`src/rtl/sar_pkg.sv`:
```
package sar_pkg;
  localparam int NUM_CH   = 8;
  localparam int CH_W     = $clog2(NUM_CH);
  localparam int RES_BITS = 10;
  localparam int LOW_BITS = 8;
  localparam int LOW_STOP = RES_BITS - LOW_BITS;
  localparam int BIT_W    = $clog2(RES_BITS);

  localparam logic [1:0] TRIG_SW  = 2'd0;
  localparam logic [1:0] TRIG_EXT = 2'd1;
  localparam logic [1:0] TRIG_TMR = 2'd2;
  localparam logic [1:0] TRIG_PWM = 2'd3;

  typedef enum logic [1:0] {ST_IDLE, ST_WAKE, ST_SAMPLE, ST_STEP} sarState_t;

  typedef struct packed {
    logic             clearCode;
    logic             stepEn;
    logic [BIT_W-1:0] bitIdx;
    logic             store;
    logic [CH_W-1:0]  chan;
    logic             lowRes;
  } sarStrobe_t;
endpackage

```
`src/rtl/sar_ctrl.sv`:
```
module sar_ctrl import sar_pkg::*; #(
  parameter int STARTUP_W = 8,
  parameter int SHOLD_W   = 4
) (
  input  logic                 clk,
  input  logic                 rstN,
  input  logic [NUM_CH-1:0]    cfgChanEn,
  input  logic                 cfgLowRes,
  input  logic [1:0]           cfgTrigSel,
  input  logic                 cfgSleep,
  input  logic [STARTUP_W-1:0] cfgStartup,
  input  logic [SHOLD_W-1:0]   cfgShold,
  input  logic                 swStart,
  input  logic                 extTrig,
  input  logic                 timerTrig,
  input  logic                 pwmTrig,
  output sarStrobe_t           strobe,
  output logic                 anaPowerOn,
  output logic                 sampleEn,
  output logic [CH_W-1:0]      anaChan,
  output logic                 busy
);
  localparam int CNT_W = (STARTUP_W > SHOLD_W) ? STARTUP_W : SHOLD_W;
  localparam logic [BIT_W-1:0] TOP_BIT  = BIT_W'(RES_BITS - 1);
  localparam logic [BIT_W-1:0] STOP_LOW = BIT_W'(LOW_STOP);

  sarState_t         state;
  logic [CNT_W-1:0]  cnt;
  logic [BIT_W-1:0]  bitIdx;
  logic [CH_W-1:0]   curCh;
  logic [NUM_CH-1:0] seqMask;
  logic              resLow;
  logic [1:0]        extSync;
  logic              extPrev;
  logic              extRise;
  logic              trigHit;
  logic              startOk;
  logic              lastStep;
  logic [BIT_W-1:0]  stopIdx;
  logic [CH_W:0]     firstPick;
  logic [CH_W:0]     nextPick;

  // lowest set bit of mask at or above index 'from'; MSB of result = found
  function automatic logic [CH_W:0] pickLowest(input logic [NUM_CH-1:0] mask, input int from);
    logic [CH_W:0] r;
    r = '0;
    for (int i = NUM_CH - 1; i >= 0; i--) begin
      if (mask[i] && i >= from) r = {1'b1, CH_W'(i)};
    end
    return r;
  endfunction

  // two-flop synchroniser plus edge memory for the external pin
  always_ff @(posedge clk or negedge rstN) begin
    if (!rstN) begin
      extSync <= '0;
      extPrev <= 1'b0;
    end else begin
      extSync <= {extSync[0], extTrig};
      extPrev <= extSync[1];
    end
  end
  assign extRise = extSync[1] & ~extPrev;

  always_comb begin
    case (cfgTrigSel)
      TRIG_SW:  trigHit = swStart;
      TRIG_EXT: trigHit = extRise;
      TRIG_TMR: trigHit = timerTrig;
      default:  trigHit = pwmTrig;
    endcase
  end

  assign firstPick = pickLowest(cfgChanEn, 0);
  assign nextPick  = pickLowest(seqMask, int'(curCh) + 1);
  assign startOk   = (state == ST_IDLE) && trigHit && firstPick[CH_W];
  assign stopIdx   = resLow ? STOP_LOW : '0;
  assign lastStep  = (state == ST_STEP) && (bitIdx == stopIdx);

  always_ff @(posedge clk or negedge rstN) begin
    if (!rstN) begin
      state   <= ST_IDLE;
      cnt     <= '0;
      bitIdx  <= '0;
      curCh   <= '0;
      seqMask <= '0;
      resLow  <= 1'b0;
    end else begin
      case (state)
        ST_IDLE: if (startOk) begin
          seqMask <= cfgChanEn;
          curCh   <= firstPick[CH_W-1:0];
          resLow  <= cfgLowRes;
          if (cfgSleep) begin
            state <= ST_WAKE;
            cnt   <= CNT_W'(cfgStartup);
          end else begin
            state <= ST_SAMPLE;
            cnt   <= CNT_W'(cfgShold);
          end
        end
        ST_WAKE: begin
          if (cnt == '0) begin
            state <= ST_SAMPLE;
            cnt   <= CNT_W'(cfgShold);
          end else begin
            cnt <= cnt - 1'b1;
          end
        end
        ST_SAMPLE: begin
          if (cnt == '0) begin
            state  <= ST_STEP;
            bitIdx <= TOP_BIT;
          end else begin
            cnt <= cnt - 1'b1;
          end
        end
        default: begin
          if (lastStep) begin
            if (nextPick[CH_W]) begin
              curCh <= nextPick[CH_W-1:0];
              state <= ST_SAMPLE;
              cnt   <= CNT_W'(cfgShold);
            end else begin
              state <= ST_IDLE;
            end
          end else begin
            bitIdx <= bitIdx - 1'b1;
          end
        end
      endcase
    end
  end

  always_comb begin
    strobe.clearCode = (state == ST_SAMPLE);
    strobe.stepEn    = (state == ST_STEP);
    strobe.bitIdx    = bitIdx;
    strobe.store     = lastStep;
    strobe.chan      = curCh;
    strobe.lowRes    = resLow;
  end

  assign busy       = (state != ST_IDLE);
  assign sampleEn   = (state == ST_SAMPLE);
  assign anaChan    = curCh;
  assign anaPowerOn = !cfgSleep || busy;

  p_sample_enabled_r6: assert property (@(posedge clk) disable iff (!rstN)
    sampleEn |-> seqMask[anaChan]);
  p_chan_held_step_r6: assert property (@(posedge clk) disable iff (!rstN)
    (state == ST_STEP && !lastStep) |=> $stable(anaChan));
  p_busy_ignores_trig_r13: assert property (@(posedge clk) disable iff (!rstN)
    (busy && !lastStep) |=> $stable(seqMask));
  p_wake_in_sleep_r8: assert property (@(posedge clk) disable iff (!rstN)
    (state == ST_WAKE) |-> cfgSleep);
endmodule

```
`src/rtl/sar_datapath.sv`:
```
module sar_datapath import sar_pkg::*; (
  input  logic                clk,
  input  logic                rstN,
  input  sarStrobe_t          strobe,
  input  logic                cmpIn,
  input  logic                rdLast,
  input  logic                rdChan,
  input  logic [CH_W-1:0]     rdChanSel,
  output logic [RES_BITS-1:0] dacCode,
  output logic [RES_BITS-1:0] lastData,
  output logic [CH_W-1:0]     lastChan,
  output logic [RES_BITS-1:0] chanData,
  output logic [NUM_CH-1:0]   eocFlags,
  output logic                dataReady,
  output logic [NUM_CH-1:0]   chanOvr,
  output logic                lastOvr
);
  logic [RES_BITS-1:0] codeReg;
  logic [RES_BITS-1:0] trialCode;
  logic [RES_BITS-1:0] keptCode;
  logic [RES_BITS-1:0] finalVal;
  logic [RES_BITS-1:0] chanRegs [NUM_CH];

  assign trialCode = codeReg | (RES_BITS'(1) << strobe.bitIdx);
  assign dacCode   = strobe.stepEn ? trialCode : codeReg;
  assign keptCode  = cmpIn ? trialCode : codeReg;
  assign finalVal  = strobe.lowRes ? (keptCode >> LOW_STOP) : keptCode;

  always_ff @(posedge clk or negedge rstN) begin
    if (!rstN) begin
      codeReg <= '0;
    end else if (strobe.clearCode) begin
      codeReg <= '0;
    end else if (strobe.stepEn) begin
      codeReg <= keptCode;
    end
  end

  always_ff @(posedge clk or negedge rstN) begin
    if (!rstN) begin
      lastData  <= '0;
      lastChan  <= '0;
      dataReady <= 1'b0;
      lastOvr   <= 1'b0;
    end else begin
      if (strobe.store) begin
        lastData  <= finalVal;
        lastChan  <= strobe.chan;
        dataReady <= 1'b1;
        if (dataReady && !rdLast) lastOvr <= 1'b1;
      end else if (rdLast) begin
        dataReady <= 1'b0;
        lastOvr   <= 1'b0;
      end
    end
  end

  for (genvar ch = 0; ch < NUM_CH; ch++) begin : g_chan
    logic hit;
    logic rd;
    assign hit = strobe.store && (strobe.chan == CH_W'(ch));
    assign rd  = rdChan && (rdChanSel == CH_W'(ch));
    always_ff @(posedge clk or negedge rstN) begin
      if (!rstN) begin
        chanRegs[ch] <= '0;
        eocFlags[ch] <= 1'b0;
        chanOvr[ch]  <= 1'b0;
      end else if (hit) begin
        chanRegs[ch] <= finalVal;
        eocFlags[ch] <= 1'b1;
        if (eocFlags[ch] && !rd) chanOvr[ch] <= 1'b1;
      end else if (rd) begin
        eocFlags[ch] <= 1'b0;
        chanOvr[ch]  <= 1'b0;
      end
    end
  end

  assign chanData = chanRegs[rdChanSel];

  p_trial_bit_set_r9: assert property (@(posedge clk) disable iff (!rstN)
    strobe.stepEn |-> dacCode[strobe.bitIdx]);
  p_low_floor_r3: assert property (@(posedge clk) disable iff (!rstN)
    (strobe.stepEn && strobe.lowRes) |-> (strobe.bitIdx >= BIT_W'(LOW_STOP)));
  p_store_flags_r4: assert property (@(posedge clk) disable iff (!rstN)
    strobe.store |=> (eocFlags[$past(strobe.chan)] && dataReady));
  p_ovr_on_unread_r12: assert property (@(posedge clk) disable iff (!rstN)
    (strobe.store && eocFlags[strobe.chan] && !(rdChan && rdChanSel == strobe.chan))
      |=> chanOvr[$past(strobe.chan)]);
endmodule

```
`src/rtl/sar_conv_ctrl.sv`:
```
module sar_conv_ctrl import sar_pkg::*; #(
  parameter int STARTUP_W = 8,
  parameter int SHOLD_W   = 4
) (
  input  logic                 clk,
  input  logic                 rstN,
  input  logic [NUM_CH-1:0]    cfgChanEn,
  input  logic                 cfgLowRes,
  input  logic [1:0]           cfgTrigSel,
  input  logic                 cfgSleep,
  input  logic [STARTUP_W-1:0] cfgStartup,
  input  logic [SHOLD_W-1:0]   cfgShold,
  input  logic                 swStart,
  input  logic                 extTrig,
  input  logic                 timerTrig,
  input  logic                 pwmTrig,
  input  logic                 cmpIn,
  input  logic                 rdLast,
  input  logic                 rdChan,
  input  logic [CH_W-1:0]      rdChanSel,
  output logic                 anaPowerOn,
  output logic [CH_W-1:0]      anaChan,
  output logic                 sampleEn,
  output logic [RES_BITS-1:0]  dacCode,
  output logic                 busy,
  output logic [RES_BITS-1:0]  lastData,
  output logic [CH_W-1:0]      lastChan,
  output logic [RES_BITS-1:0]  chanData,
  output logic [NUM_CH-1:0]    eocFlags,
  output logic                 dataReady,
  output logic [NUM_CH-1:0]    chanOvr,
  output logic                 lastOvr,
  output logic                 eocIrq
);
  sarStrobe_t strobe;

  sar_ctrl #(.STARTUP_W(STARTUP_W), .SHOLD_W(SHOLD_W)) u_ctrl (
    .clk(clk), .rstN(rstN), .cfgChanEn(cfgChanEn), .cfgLowRes(cfgLowRes),
    .cfgTrigSel(cfgTrigSel), .cfgSleep(cfgSleep), .cfgStartup(cfgStartup),
    .cfgShold(cfgShold), .swStart(swStart), .extTrig(extTrig),
    .timerTrig(timerTrig), .pwmTrig(pwmTrig), .strobe(strobe),
    .anaPowerOn(anaPowerOn), .sampleEn(sampleEn), .anaChan(anaChan), .busy(busy)
  );

  sar_datapath u_dp (
    .clk(clk), .rstN(rstN), .strobe(strobe), .cmpIn(cmpIn),
    .rdLast(rdLast), .rdChan(rdChan), .rdChanSel(rdChanSel),
    .dacCode(dacCode), .lastData(lastData), .lastChan(lastChan),
    .chanData(chanData), .eocFlags(eocFlags), .dataReady(dataReady),
    .chanOvr(chanOvr), .lastOvr(lastOvr)
  );

  assign eocIrq = |eocFlags;

  p_sample_powered_r8: assert property (@(posedge clk) disable iff (!rstN)
    sampleEn |-> anaPowerOn);
  p_idle_no_sample_r6: assert property (@(posedge clk) disable iff (!rstN)
    !busy |-> !sampleEn);
endmodule

```
`config.mk`:
```
export PLATFORM = sky130hd
export DESIGN_NAME = sar_conv_ctrl
export DESIGN_NICKNAME = d
export VERILOG_FILES = /design/src/rtl/sar_pkg.sv /design/src/rtl/sar_ctrl.sv /design/src/rtl/sar_datapath.sv /design/src/rtl/sar_conv_ctrl.sv
export SDC_FILE = /design/constraint.sdc
export NUM_CORES = 1
export LEC_CHECK = 0
export ABC_AREA = 0
export BUFFER_PORTS_ARGS = -buffer_cell sky130_fd_sc_hd__buf_2
export CAP_MARGIN = 20
export CORE_ASPECT_RATIO = 0.6
export CORE_UTILIZATION = 45
export CTS_CLUSTER_SIZE = 12
export DETAILED_ROUTE_END_ITERATION = 12
export SYNTH_ARGS = -nofsm -noshare
export SYNTH_HDL_FRONTEND = slang
export SYNTH_HIERARCHICAL = 1
export SYNTH_SLANG_ARGS = --single-unit
export TNS_END_PERCENT = 5
```
`constraint.sdc`:
```
create_clock -name clk -period 4.4 [get_ports clk]
set_input_delay 0.66 -clock clk [delete_from_list [all_inputs] [get_ports clk]]
set_output_delay 0.66 -clock clk [all_outputs]
set_load 0.1 [all_outputs]
```
---- After elaboration in Yosys (flattened, before gate mapping) ----
Index checks and enable logic that the tools add are counted.
W data, S select, Z words.
word-level totals
  register bits after elaboration ......... 150
  logic and storage cells ................. 257
  input port bits ......................... 36
  output and inout port bits .............. 58
cells by class
  $lt $le $gt $ge ......................... 9
  equality and inequality tests ........... 34
  reduce and logical (&&, ||, !) cells .... 84
  muxes and demuxes ....................... 83
  bitwise logic cells ..................... 6
  shift-type cells ........................ 1
  add/sub/neg operators ................... 3
operators with widths
  cell                    number
  $ge A4 B32 Y1 const A   4
  $mux W4                 18
  $mux W10                7
  $ge A3 B32 Y1 const A   2
  $mux W8                 6
  $logic_and A1 B1 Y1     36
  $mux W1                 36
  $ge A1 B32 Y1 const A   1
  $ge A2 B32 Y1 const A   1
  $bmux W10 S3            1
  $reduce_bool A2 Y1      13
  $eq A3 B3 Y1 const B    8
  $pmux W8 S3             1
  $ne A2 B2 Y1 const B    10
  $reduce_and A2 Y1       10
  $mux W2                 7
  $eq A3 B2 Y1 const B    4
  $reduce_and A4 Y1       3
  $logic_not A1 Y1        10
  $or A10 B10 Y10         1
  $shl A1 B4 Y10 const A  1
  $mux W3                 3
  $logic_not A8 Y1        1
  $ne A2 B1 Y1 const B    4
  22 further kinds        32

---- Depth between registers and ports, before layout ----
Gate-level depths: netlist of the first run.
  depth in word-level cells ............... 14
  depth in mapped cells ................... 10

---- Hierarchy ----
Netlist of the first run, hierarchy kept.
by module, submodules not included
  module         cells an instance  area an instance (µm²)  instances
  sar_datapath   498                5612.9                  1
  sar_ctrl       221                2072.0                  1
  sar_conv_ctrl  3                  16.3                    1

---- Worst setup path before layout of the first run ----
No wires, ideal clock.
  path type ............................... flip-flop to output port
  start point ............................. register u_ctrl.state[1]
  end point ............................... output port dacCode[4]
  stages on the path, launching flop included .. 4
  buffers on the path ..................... 0
  data arrival time ....................... 3.153 ns
  data required time ...................... 3.740 ns
  slack ................................... 0.587 ns
  path through ............................ dfrtp_1 -> ha_1 -> nand3b_1 -> o31ai_1
RTL lines
  item                    line                 text
  start, declared         sar_ctrl.sv:27       sarState_t state;
  start signal, assigned  sar_ctrl.sv:82       state <= ST_IDLE;
  start signal, assigned  sar_ctrl.sv:95       state <= ST_WAKE;
  start signal, assigned  sar_ctrl.sv:98       state <= ST_SAMPLE;
  end, declared           sar_conv_ctrl.sv:24  output logic [RES_BITS-1:0] dacCode,

==> metrics, run 1 <==
status=completed; sequential share of the synthesized area=48.7%; clk sinks=150; CTS root buffer=clkbuf_16; DRT Pass-1 Iters=6; Tmin final=3.28 ns; antenna viol nets, final=0; CP cell instances=ha_1 -> nor3b_1 -> a21o_1 -> buf_2; cts bufs inserted=17; Via density=5.90; reg-to-reg slack, setup=1.51 ns; largest net degree at the start of global routing=95; H-tree levels=4; Min-Delay Path Class=primary input to asynchronous set/reset pin; r2r startpoint=u_ctrl/anaChan[0]; Yosys Warn Count=6; share of layout cells above drive strength 1=25.8%; dominant synthesized flop cell=dfrtp_1; power consumption=7.40 mW; GRT Resource Usage Total=24.5%; clk_lat worst skew=0.43 ns; post-synthesis simple-gate area fraction=14.2%; Top delay family on crit path=simple AND/OR/NAND/NOR gates; Worst setup startpoint=u_ctrl/state[1]; Rows=36; critical path required time=3.74 ns; grt ovf=0; CTS resizes=0; maximum clock path buffer count=2; Max-Cap Viols=0; Initial Util=46.7%; first-pass GRT wire length=32.5 mm; DRC=0; post-synth top area share=48.7%; Port Buf Inserts=93; Post-synth ARST share=100%; Chip Width=171 um; largest family of logic cells by synthesized area=compound AO/OA/AOI/OAI gates; adder-cell area share of the yosys netlist=1.62%; die area=17700 sq um; Final Max Tran Viols=0; nets=839; Worst-Margin Slew=0.937 ns; Yosys top cell by area=dfrtp_1; IO Count=94; antenna violations before repair=0; mux share of post-synthesis cell area=10.8%; PD cells=833 nW/um^2; slowest stage cell, crit path=nor3b_1; Synth Area in XOR/XNOR=0.569%; fmax=0.305 GHz; #FFs+latches synth=150; clock skew=0.0112 ns; CTS clk-pin slew, worst paths=0.07 ns; critical path launch point type=flop; crit end category=output pin; Setup-failing EPs final=0; hold buffers post-CTS=0; Cells after Synth=722; RSZ-0062 raised after global routing=false; vias in the first global route=5993; core area=16500 sq um; final WL=20.1 mm; final worst-path cycle share=74.6%; RR Endpoint=u_ctrl/anaChan[2]; synth top area cells=dfrtp_1, mux4_2, o31ai_1; critical path arrival=2.62 ns; WL per Instance=19.5 um; Post-synth EDFFs=0; r2r worst-path depth=8; Crit Path Class=flop to output pin; Synth Net Count=768; WP buf/inv=1; Non-Filler Instances=1033; postcts setup bufs=0; Worst slew margin=37.2%; syn avg cell area=10.7 sq um; Post-Place Cells=1002; Diodes inserted=0; Final Hold Fails=0; Vias=6095; CTS tree=yes; Die H=103 um; maximum vdd drop=0.539 mV; final setup TNS=0 ns; Final HPWL DP=14.0 mm; detailed router's first-iteration violation count=529; max incr delay on CP=0.59 ns; cell area after synthesis=7700 sq um; leak pwr=4.01 nW; Area Overhead vs Synth=15.4%; GP Congestion=0.892; Crit Path Max Fanout=13; complex-gate fraction of the synthesized area=19.5%; library cells used by synthesis=71
==> per-stage QoR <==
stage / util (%) / setup WS (ns) / hold slack [ns] / instance area [sq um]
6_report: 53.9 / 1.12 / 0.302 / 8880
5_1_grt: 53.9 / 0.944 / 0.333 / 8880
4_1_cts: 53.9 / 1.15 / 0.332 / 8880
3_5_place_dp: 50.2 / 1.23 / 0.361 / 8270
3_3_place_gp: 50.2 / 1.27 / 0.335 / 8270
2_1_floorplan: - / 0.587 / 0.331 / 7700
==> per-layer routing <==
layer / GRT usage (%) / part of all wire (%) / vias up
li1: - / - / 2812
met1: 36.2 / 51 / 3039
met2: 36.1 / 42 / 224
met3: 5.71 / 6.1 / 20
met4: 6.66 / 1.0 / 0
met5: 0 / 0 / -
==> kinds of logic (layout without fill, tap and decap cells) <==
family | after synthesis | after routing
fa+ha+maj | 10 | 10
flops | 150 | 150
xor+xnor | 5 | 5
simple gates | 219 | 219
compound gates | 210 | 210
mux | 52 | 52
buf+inv | 76 | 159
==> layout by cell type (no fill, tap or decap), types with 9 or more instances in the layout <==
cell	count
inv_1	24
mux4_2	21
nand2b_1	12
a21oi_1	27
nor2_1	31
a211oi_2	12
clkbuf_16	17
nor3_1	11
o31ai_1	57
a31oi_1	9
o21ai_0	47
dfrtp_1	150
nand2_1	112
ha_1	10
buf_4	10
buf_2	92
mux2_2	24
a21o_1	10
==> worst reg2reg max path: stages, from the launching register on <==
cell and delay (ns):
dfrtp_1 0.65, inv_1 0.13, ha_1 0.39, a21o_1 0.18
a21oi_1 0.07, o32ai_1 0.47, nor2_1 0.12, o22ai_1 0.39
mux2_2 0.38
==> flip-flops by register name, indices dropped and copies added (netlist names) <==
name / flops
u_dp/eocFlags: 8
u_ctrl/extSync: 2
u_dp/lastOvr: 1
u_ctrl/cnt: 8
u_ctrl/anaChan: 3
u_dp/codeReg: 10
u_ctrl/state: 2
u_dp/lastChan: 3
u_dp/chanRegs: 80
u_ctrl/seqMask: 8
u_ctrl/bitIdx: 4
u_dp/lastData: 10
u_dp/chanOvr: 8
u_dp/dataReady: 1
u_ctrl/resLow: 1
u_ctrl/extPrev: 1
==> power breakdown <==
group / leakage [nW] / switching, mW / internal (mW) / total [mW]
Sequential: 1.64 / 0.454 / 1.83 / 2.28
Combinational: 2.08 / 2.60 / 1.00 / 3.60
Clock: 0.296 / 0.578 / 0.944 / 1.52
Total: 4.01 / 3.63 / 3.77 / 7.40
==> cells in the mapped netlist, types with 9 or more instances <==
cell type and number:
mux2_2 24, a211oi_2 12, o21ai_0 47, inv_1 24
o31ai_1 57, a21oi_1 27, a21o_1 10, ha_1 10
a31oi_1 9, nor3_1 11, buf_2 17, mux4_2 21
clkbuf_1 21, nor2_1 31, nand2_1 112, dfrtp_1 150
nand2b_1 12
==> worst max-delay path by stage <==
stage                        to  slack, ns  cells past startpoint
floorplan            dacCode[4]       0.59                      3
global placement    chanData[5]       1.27                      4
detailed placement  chanData[5]       1.23                      4
CTS                  dacCode[2]       1.15                      4
global route         dacCode[3]       0.94                      4
finish               dacCode[2]       1.12                      4
==> final cells by class <==
cell class	instances	area, sq um
Sequential cell	150	3750
Timing Repair Buffer	103	547
Multi-Input combinational cell	496	3590
Tap cell	228	285
Inverter	25	93.8
Fill cell	1486	7600
Clock inverter	13	181
Clock buffer	18	429
No activity file was read; power rests on OpenSTA's default activity.
==> run 2: changes to the inputs <==
--- a/config.mk
+++ b/config.mk
@@ -12,6 +12,7 @@
 export CORE_UTILIZATION = 45
 export CTS_CLUSTER_SIZE = 12
 export DETAILED_ROUTE_END_ITERATION = 12
+export PLACE_DENSITY = 0.67
 export SYNTH_ARGS = -nofsm -noshare
 export SYNTH_HDL_FRONTEND = slang
 export SYNTH_HIERARCHICAL = 1
==> constraint.sdc (replaced) <==
create_clock -name clk -period 2.8 [get_ports clk]
set_input_delay 0.42 -clock clk [delete_from_list [all_inputs] [get_ports clk]]
set_output_delay 0.42 -clock clk [all_outputs]
set_load 0.1 [all_outputs]
==> run 2 against run 1 <==
  * Largest cell class unchanged
  * First-iteration DRC count increased by 2.8%
  * Clock power rose by 41%
  * Global-route usage down 0.19 points
  * Combinational power up 62%
  * Final area grew 0.92%
  * Register-to-register slack got worse by 1.3 ns
  * Largest power group unchanged
  * Routed wire length down 2.1%
==> metrics, run 2 (synthesis gave the netlist of run 1 again) <==
first-pass GRT wire length=32.4 mm (was 32.5 mm); Fin Hold WS=0.100 ns (was 0.302 ns); die area=17700 sq um (unchanged); final worst-path cycle share=95.2%; power consumption=11.4 mW (was 7.40 mW); PD cells=1280 nW/um^2 (was 833 nW/um^2); Min-Delay Path Class=primary input to flop (was primary input to asynchronous set/reset pin); Port Buf Inserts=93 (unchanged); Hold Path Depth=1; met1 usage=36.7% (was 36.2%); largest net degree at the start of global routing=66 (was 95); clk_lat worst skew=0.43 ns (about the same); met2 global-route usage=34.4% (was 36.1%); vias in the first global route=5968 (was 5993); CTS root buffer=clkbuf_16 (unchanged); reg-to-reg slack, setup=0.22 ns (was 1.51 ns); DRT Pass-1 Iters=5 (was 6); Setup-failing EPs final=0 (unchanged); most frequent cells in the layout=dfrtp_1, nand2_1, buf_2 (unchanged); RSZ-0062 raised after global routing=false (unchanged); Final Max Tran Viols=0 (unchanged); Rows=36 (unchanged); RR Endpoint=u_ctrl/anaChan[2] (unchanged); crit end category=output pin (unchanged); Max-Cap Viols=0 (unchanged); Worst slew margin=41.5% (was 37.2%); share of layout cells above drive strength 1=27.0% (was 25.8%); Final Hold Fails=0 (unchanged); final WL=19.7 mm (was 20.1 mm); Worst Setup EP=dacCode[1] (was dacCode[2]); critical path launch point type=flop (unchanged); CTS tree=yes (unchanged); status=completed (unchanged); antenna violations before repair=0 (unchanged); clk sinks=150 (unchanged); detailed router's first-iteration violation count=544 (was 529); critical path arrival=2.25 ns (was 2.62 ns); WL per Instance=18.8 um (was 19.5 um); number of fillers in the final layout=1434 (was 1486); IO Count=94 (unchanged); Via density=5.89 (was 5.90); Chip Width=171 um (unchanged); CTS clk-pin slew, worst paths=0.06 ns (was 0.07 ns); nets=855 (was 839); fmax=0.375 GHz; leak pwr=4.06 nW (was 4.01 nW); cell area after layout=8970 sq um (was 8880 sq um); Die H=103 um (unchanged); Tmin final=2.67 ns; critical path required time=2.38 ns (was 3.74 ns); maximum clock path buffer count=2 (unchanged); grt ovf=0 (unchanged); Crit Path Class=flop to output pin (unchanged); Final HPWL DP=13.9 mm (was 14.0 mm); DRC=0 (unchanged); GP Congestion=0.859 (was 0.892); r2r startpoint=u_ctrl/anaChan[0] (unchanged); maximum vdd drop=1.08 mV (was 0.539 mV); Vias=6180 (was 6095); core area=16500 sq um (unchanged); r2r worst-path depth=8 (unchanged); largest register by flop count=u_dp/chanRegs (unchanged); Initial Util=46.7% (unchanged); met3 Use GR=5.14% (was 5.71%); clock skew=0.00880 ns (was 0.0112 ns); cts bufs inserted=17 (unchanged); area of placed instances=8400 sq um (was 8270 sq um); Crit Path Max Fanout=11 (was 13); Diodes inserted=0 (unchanged); antenna viol nets, final=0 (unchanged); max reg flops=80 (unchanged); GRT Resource Usage Total=24.3% (was 24.5%); Area Overhead vs Synth=16.4% (was 15.4%); biggest regs=u_dp/chanRegs x80, u_dp/codeReg x10, u_dp/lastData x10 (unchanged); H-tree levels=4 (unchanged); Worst-Margin Slew=0.866 ns (was 0.937 ns); postcts setup bufs=0 (unchanged); Worst setup startpoint=u_ctrl/bitIdx[1] (was u_ctrl/state[1]); commonest non-fill, non-tap cell in the layout=dfrtp_1 (unchanged); Most Crowded Layer GR=met1 (unchanged)
[run 2: per-layer routing]
| metal | vias up | wire, um |
|---|---|---|
| met3 | 25 | 1590 |
| met1 | 3066 | 9530 |
| met2 | 257 | 8250 |
| met5 | - | 0 |
| met4 | 0 | 314 |
| li1 | 2832 | - |
[run 2: per-stage QoR]
step	worst slack [ns]	setup TNS, ns	instances	utilization (%)
final	0.134	0	1049	54.4
after global routing	0.0121	0	1049	54.4
after CTS	0.0529	0	1049	54.3
after detailed placement	0.176	0	1017	50.9
after global placement	0.218	0	1017	50.9
after floorplan	-0.773	-2.55	722	-
[run 2: layout make-up]
type / instances / area, sq um / area share (%)
Multi-Input combinational cell: 496 / 3600 / 40.1
Clock inverter: 10 / 96.3 / 1.07
Timing Repair Buffer: 119 / 687 / 7.66
Inverter: 25 / 93.8 / 1.05
Sequential cell: 150 / 3750 / 41.9
Clock buffer: 21 / 450 / 5.02
Tap cell: 228 / 285 / 3.18
[run 2: timing repair]
action	in CTS	in global routing
hold buffers	1	0
endpoints found under the hold margin	57	0
setup endpoints to repair	0	1
gates resized for setup	0	3
[run 2: worst max-delay path, stage by stage (launching register included)]
cell and delay (ns):
dfrtp_1 0.39, buf_4 0.19, nor2b_1 0.60, a21o_1 0.21, buf_2 0.43
[run 2: where the power goes]
| part | switching [mW] | internal (mW) |
|---|---|---|
| combinational | 4.18 | 1.66 |
| clock | 0.899 | 1.24 |
| sequential | 0.581 | 2.87 |
| total | 5.66 | 5.78 |
[run 2: how the worst min path moves through the flow]
stage / startpoint / end / slack [ns]
floorplan: rstN / u_ctrl/anaChan[0] / 0.12
global placement: u_ctrl/extSync[0] / u_ctrl/extSync[1] / 0.33
detailed placement: u_ctrl/extSync[0] / u_ctrl/extSync[1] / 0.34
CTS: extTrig / u_ctrl/extSync[0] / 0.08
global route: extTrig / u_ctrl/extSync[0] / 0.09
finish: extTrig / u_ctrl/extSync[0] / 0.10
